File: src/rtl/sp_fcmp_pkg.sv
package sp_fcmp_pkg;
   typedef enum logic [2:0] {
      PRED_UN  = 3'd0,
      PRED_LT  = 3'd1,
      PRED_EQ  = 3'd2,
      PRED_LE  = 3'd3,
      PRED_GT  = 3'd4,
      PRED_NE  = 3'd5,
      PRED_GE  = 3'd6,
      PRED_RSV = 3'd7
   } pred_e;

   typedef struct packed {
      logic is_nan;
      logic is_snan;
      logic is_zero;
   } fclass_t;
endpackage

File: src/rtl/sp_fcmp_classify.sv
module sp_fcmp_classify
   import sp_fcmp_pkg::*;
#(
   parameter int EXP_W  = 8,
   parameter int FRAC_W = 23,
   localparam int W     = 1 + EXP_W + FRAC_W
) (
   input  logic [W-1:0] val,
   output fclass_t      cls
);
   logic [EXP_W-1:0]  exp_f;
   logic [FRAC_W-1:0] frac_f;
   logic              exp_max;
   logic              frac_nz;

   assign exp_f   = val[W-2 -: EXP_W];
   assign frac_f  = val[FRAC_W-1:0];
   assign exp_max = &exp_f;
   assign frac_nz = |frac_f;

   always_comb begin
      cls.is_nan  = exp_max & frac_nz;
      cls.is_snan = exp_max & frac_nz & ~frac_f[FRAC_W-1];
      cls.is_zero = ~|val[W-2:0];
   end
endmodule

File: src/rtl/sp_fcmp_order.sv
module sp_fcmp_order #(
   parameter int W = 32
) (
   input  logic [W-1:0] x,
   input  logic [W-1:0] y,
   input  logic         x_zero,
   input  logic         y_zero,
   output logic         x_lt_y
);
   logic         sx, sy;
   logic [W-2:0] mx, my;
   logic         both_zero;

   assign sx        = x[W-1];
   assign sy        = y[W-1];
   assign mx        = x[W-2:0];
   assign my        = y[W-2:0];
   assign both_zero = x_zero & y_zero;

   always_comb begin
      if (both_zero)
         x_lt_y = 1'b0;
      else if (sx != sy)
         x_lt_y = sx;
      else if (!sx)
         x_lt_y = (mx < my);
      else
         x_lt_y = (mx > my);
   end
endmodule

File: src/rtl/sp_fcmp_core.sv
module sp_fcmp_core
   import sp_fcmp_pkg::*;
#(
   parameter int W = 32
) (
   input  logic [W-1:0] a,
   input  logic [W-1:0] b,
   input  fclass_t      cls_a,
   input  fclass_t      cls_b,
   input  logic [2:0]   sel,
   output logic         res,
   output logic         inv
);
   logic [1:0] lt_dir;   // [0]: a<b, [1]: b<a
   logic       any_nan, any_snan, ord_eq;

   for (genvar d = 0; d < 2; d++) begin : g_dir
      sp_fcmp_order #(.W(W)) u_ord (
         .x      (d == 0 ? a : b),
         .y      (d == 0 ? b : a),
         .x_zero (d == 0 ? cls_a.is_zero : cls_b.is_zero),
         .y_zero (d == 0 ? cls_b.is_zero : cls_a.is_zero),
         .x_lt_y (lt_dir[d])
      );
   end

   assign any_nan  = cls_a.is_nan | cls_b.is_nan;
   assign any_snan = cls_a.is_snan | cls_b.is_snan;
   assign ord_eq   = ~any_nan & ((a == b) | (cls_a.is_zero & cls_b.is_zero));

   always_comb begin
      res = 1'b0;
      inv = 1'b0;
      unique case (pred_e'(sel))
         PRED_UN:  begin res = any_nan;                  inv = any_snan; end
         PRED_LT:  begin res = ~any_nan & lt_dir[1];     inv = any_nan;  end
         PRED_EQ:  begin res = ord_eq;                   inv = any_snan; end
         PRED_LE:  begin res = ~any_nan & (lt_dir[0] | ord_eq); inv = any_nan; end
         PRED_GT:  begin res = ~any_nan & lt_dir[0];     inv = any_nan;  end
         PRED_NE:  begin res = ~ord_eq;                  inv = any_snan; end
         PRED_GE:  begin res = ~(~any_nan & lt_dir[0]);  inv = any_nan;  end
         PRED_RSV: begin res = 1'b0;                     inv = 1'b0;     end
      endcase
   end
endmodule

File: src/rtl/sp_fcmp.sv
module sp_fcmp
   import sp_fcmp_pkg::*;
#(
   parameter int EXP_W       = 8,
   parameter int FRAC_W      = 23,
   parameter int OUT_W       = 32,
   parameter int CAUSE_W     = 5,
   parameter int CAUSE_FPU   = 6,
   parameter bit HOLD_RESULT = 1'b1,
   localparam int W          = 1 + EXP_W + FRAC_W
) (
   input  logic               clk,
   input  logic               rst_n,
   input  logic               in_valid,
   input  logic [W-1:0]       op_a,
   input  logic [W-1:0]       op_b,
   input  logic [2:0]         pred_sel,
   input  logic               exc_cfg_en,
   input  logic               exc_enable,
   output logic               out_valid,
   output logic [OUT_W-1:0]   result,
   output logic               invalid_flag,
   output logic               invalid_sticky,
   output logic               exc_req,
   output logic [CAUSE_W-1:0] exc_cause
);
   if (EXP_W < 2)                      begin : g_bad_exp   $error("EXP_W too small");   end
   if (FRAC_W < 2)                     begin : g_bad_frac  $error("FRAC_W too small");  end
   if (OUT_W < 1)                      begin : g_bad_out   $error("OUT_W too small");   end
   if (CAUSE_FPU >= (1 << CAUSE_W))    begin : g_bad_cause $error("cause code does not fit"); end

   fclass_t          cls [2];
   logic [W-1:0]     ops [2];
   logic             cmp_res, cmp_inv, take_exc;

   assign ops[0] = op_a;
   assign ops[1] = op_b;

   for (genvar k = 0; k < 2; k++) begin : g_cls
      sp_fcmp_classify #(.EXP_W(EXP_W), .FRAC_W(FRAC_W)) u_cls (
         .val (ops[k]),
         .cls (cls[k])
      );
   end

   sp_fcmp_core #(.W(W)) u_core (
      .a     (op_a),
      .b     (op_b),
      .cls_a (cls[0]),
      .cls_b (cls[1]),
      .sel   (pred_sel),
      .res   (cmp_res),
      .inv   (cmp_inv)
   );

   assign take_exc = in_valid & cmp_inv & exc_cfg_en & exc_enable;

   always_ff @(posedge clk or negedge rst_n) begin
      if (!rst_n) begin
         out_valid      <= 1'b0;
         invalid_flag   <= 1'b0;
         invalid_sticky <= 1'b0;
         exc_req        <= 1'b0;
         exc_cause      <= '0;
      end else begin
         out_valid    <= in_valid;
         invalid_flag <= in_valid & cmp_inv;
         exc_req      <= take_exc;
         if (in_valid & cmp_inv) invalid_sticky <= 1'b1;
         if (take_exc)           exc_cause      <= CAUSE_W'(CAUSE_FPU);
      end
   end

   if (HOLD_RESULT) begin : g_hold
      always_ff @(posedge clk or negedge rst_n) begin
         if (!rst_n)        result <= '0;
         else if (in_valid) result <= OUT_W'(cmp_res);
      end
   end else begin : g_clear
      always_ff @(posedge clk or negedge rst_n) begin
         if (!rst_n) result <= '0;
         else        result <= in_valid ? OUT_W'(cmp_res) : '0;
      end
   end
endmodule

File: config.mk
export PLATFORM = sky130hd
export DESIGN_NAME = sp_fcmp
export DESIGN_NICKNAME = d
export VERILOG_FILES = /design/src/rtl/sp_fcmp_pkg.sv /design/src/rtl/sp_fcmp_classify.sv /design/src/rtl/sp_fcmp_order.sv /design/src/rtl/sp_fcmp_core.sv /design/src/rtl/sp_fcmp.sv
export SDC_FILE = /design/constraint.sdc
export NUM_CORES = 1
export LEC_CHECK = 0
export ABC_AREA = 0
export CAP_MARGIN = 10
export CORE_ASPECT_RATIO = 0.6
export CORE_MARGIN = 8
export CORE_UTILIZATION = 41
export CTS_CLUSTER_SIZE = 12
export DETAILED_ROUTE_END_ITERATION = 8
export GPL_ROUTABILITY_DRIVEN = 0
export PLACE_DENSITY_LB_ADDON = 0.12
export REMOVE_ABC_BUFFERS = 1
export SLEW_MARGIN = 20
export SYNTH_ARGS = -nofsm -noshare
export SYNTH_HDL_FRONTEND = slang
export SYNTH_SLANG_ARGS = --single-unit
File: constraint.sdc
create_clock -name clk -period 1.42 [get_ports clk]
set_input_delay 0.142 -clock clk [delete_from_list [all_inputs] [get_ports clk]]
set_output_delay 0.142 -clock clk [all_outputs]
set_load 0.01 [all_outputs]
==> results of run 1 <==
layout make-up:
| cell class | count | area, um^2 | share of cell area |
|---|---|---|---|
| clock buffer | 3 | 41.3 | 0.0120 |
| inverter | 34 | 138 | 0.0400 |
| multi-input combinational | 204 | 1900 | 0.552 |
| sequential | 6 | 150 | 0.0437 |
| tap | 60 | 75.1 | 0.0218 |
| timing repair buffer | 145 | 1140 | 0.331 |
report_power, final:
| part | internal (uW) | switching (uW) |
|---|---|---|
| Clock | 183 | 84.5 |
| Combinational | 530 | 495 |
| Sequential | 186 | 9.89 |
worst max-delay path by stage:
stage / from / to / slack [ns] / cells after the start
floorplan: op_b[22] / result[0] / -0.86 / 10
global placement: op_b[16] / result[0] / -1.42 / 12
detailed placement: op_b[22] / result[0] / -1.42 / 11
CTS: op_a[30] / result[0] / -0.82 / 10
global route: op_a[0] / result[0] / -0.82 / 13
finish: op_b[1] / result[0] / -0.73 / 13
through the flow:
step,area (um^2),hold WS (ns),cells
after global placement,2970,0.402,444
after floorplan,1650,-0.154,244
after global routing,3440,0.185,452
final,3440,0.169,452
after detailed placement,2970,0.400,444
after CTS,3290,0.166,448
routing by layer:
layer	vias to the layer above	routed length [um]
li1	1127	-
met1	1114	3360
met2	172	3920
met3	27	792
met4	0	233
met5	-	0
registers in the layout, summed over array words and instances (netlist names):
signal	cells
out_valid	1
result	1
invalid_sticky	1
exc_req	1
exc_cause	1
invalid_flag	1
cells in the mapped netlist (6+ instances only):
| cell | n | area, um^2 |
|---|---|---|
| a21oi_1 | 18 | 90.1 |
| nand4_1 | 12 | 75.1 |
| nor4_1 | 15 | 93.8 |
| nand2_1 | 18 | 67.6 |
| inv_1 | 34 | 128 |
| nor2_1 | 15 | 56.3 |
| nor3_1 | 7 | 35.0 |
| buf_4 | 35 | 263 |
| o21ai_0 | 9 | 45.0 |
| ha_1 | 31 | 388 |
| dfrtp_1 | 6 | 150 |
critical path, stage by stage:
cell             delay (ns)
clkdlybuf4s15_1        0.21
inv_1                  0.09
ha_4                   0.24
nand3b_1               0.09
a21oi_1                0.08
nor3_2                 0.15
buf_4                  0.16
o211ai_4               0.11
buf_6                  0.15
and3_4                 0.18
o41a_1                 0.42
nor3_2                 0.16
o21ai_1                0.07
logic make-up (layout without fill, tap and decap cells):
logic type | after synthesis | in the layout | synth area share
xor+xnor | 1 | 1 | 0.00489
simple gates | 86 | 86 | 0.269
buf+inv | 71 | 182 | 0.222
other cells | 1 | 34 | 0.00209
compound gates | 52 | 52 | 0.202
fa+ha+maj | 31 | 31 | 0.216
flops | 6 | 6 | 0.0837
repair_timing:
item,in CTS,in global routing
pin swaps,26,41
gates resized for setup,137,189
buffers inserted,1,4
gates cloned,0,0
setup endpoints to repair,5,5
==> flow_metrics.py, run 1 <==
metrics = {
    "grt": {
        "gr-usage-all-layers": 0.217,
        "met2_usage": 0.382,
        "grt_max_degree": 9,
        "use_met1": 0.260,
        "antenna_found_initial": 0,
        "globalRouteMet3Util": 0.0472,
        "busiest_layer": "met2",
        "grt_overflow": 0,
        "grt_pass1_vias": 2511,
        "grt_pass1_wl_um": 11900,
    },
    "setup_path": {
        "critPathRequiredTime_ns": 1.53,
        "rrSetupSlack_ns": 0.42,
        "crit_fanout": 5,
        "arrival_ns": 2.26,
        "end_kind": "flop",
        "r2r_start": "result[0]",
        "path_class": "in -> reg",
        "rr_endpoint": "result[0]",
        "rr_worst_depth": 4,
        "cp-start-kind": "primary input",
    },
    "detailed_routing": {
        "initialDrtViolationCount": 201,
        "ant_nets": 0,
        "drc": 0,
        "wl_per_cell_um": 18.4,
        "dr_total_vias": 2440,
        "routed_wl_um": 8310,
        "avgViaCountPerCell": 5.40,
        "dr.pass1.iters": 5,
    },
    "floorplanning": {
        "die_area_um2": 6810,
        "die_w_um": 101,
        "rows": 18,
        "initial_core_util": 0.433,
        "core_area_um2": 4140,
        "io_pins": 113,
        "die_y_um": 67.2,
    },
    "finish": {
        "drive_gt1_frac": 0.554,
        "nets": 497,
        "post-route-util": 0.830,
        "area_growth_pct": 91.8,
        "antennaDiodeCount": 0,
        "layout_commonest_cell": "buf_4",
        "num-fill-cells": 264,
        "layout_common_cells": "buf_4 (65), conb_1 (34), clkbuf_2 (34)",
    },
    "job": {
        "maxCapViolCount": 0,
    },
    "sta": {
        "post-route-period-util": 1.52,
        "finalSetupTns_ns": -3.35,
        "slew_viol_final": 0,
        "fmax_ghz": 0.464,
        "finClkSkew_ns": 0,
        "rsz0062_at_grt": "true",
        "finalCriticalPeriod_ns": 2.15,
        "fin_ws_ns": -0.734,
        "final-hold-violation-count": 0,
        "setup_violations": 5,
    },
    "worst_hold_path": {
        "hold_path.class": "in -> async",
    },
    "cts": {
        "cts_buffers": 3,
        "htreeDepth": 1,
        "cts.sinks": 6,
        "clk_pin_slew_ns": 0.04,
        "ctsLongestPathBuffers": 2,
        "cts_hold_buf": 0,
        "cts_tree": "built",
        "clk_latency_ns": 0.23,
        "root_buffer": "clkbuf_8",
    },
    "run_status": {
        "status": "finished, violations left",
        "violations": "setup timing",
    },
    "logic_synthesis": {
        "synth.avg_cell_area_um2": 7.23,
        "postSynth.asyncResetShare": 1.00,
        "synth_area_um2": 1790,
        "synth_edf_count": 0,
        "yosys_warnings": 0,
        "ys_ff_latch": 6,
        "synth_ff_type": "dfrtp_1",
        "synth_cell_types": 45,
        "seq_area_frac_synth": 0.0837,
        "synthCells": 248,
    },
    "power_and_ir_drop": {
        "cellPowerDensity_nw_per_um2": 433,
        "ir_drop_uv": 270,
        "p_leak_uw": 0.00154,
        "finalPower_uw": 1490,
    },
    "place": {
        "pre_cts_ws_ns": -1.42,
        "dp.final_hpwl_um": 5760,
        "io_buffers": 78,
    },
}
No activity file was read; power rests on OpenSTA's default activity.
==> run 2: changes to the inputs <==
- GPL_ROUTABILITY_DRIVEN: 0 -> default
==> results of run 2 <==
No change in the layout: final DEF, timing and power equal those of run 1.
==> run 3: changes to the inputs <==
- HOLD_SLACK_MARGIN: default -> 0.05
==> results of run 3 <==
No change in the layout: final DEF, timing and power equal those of run 1.
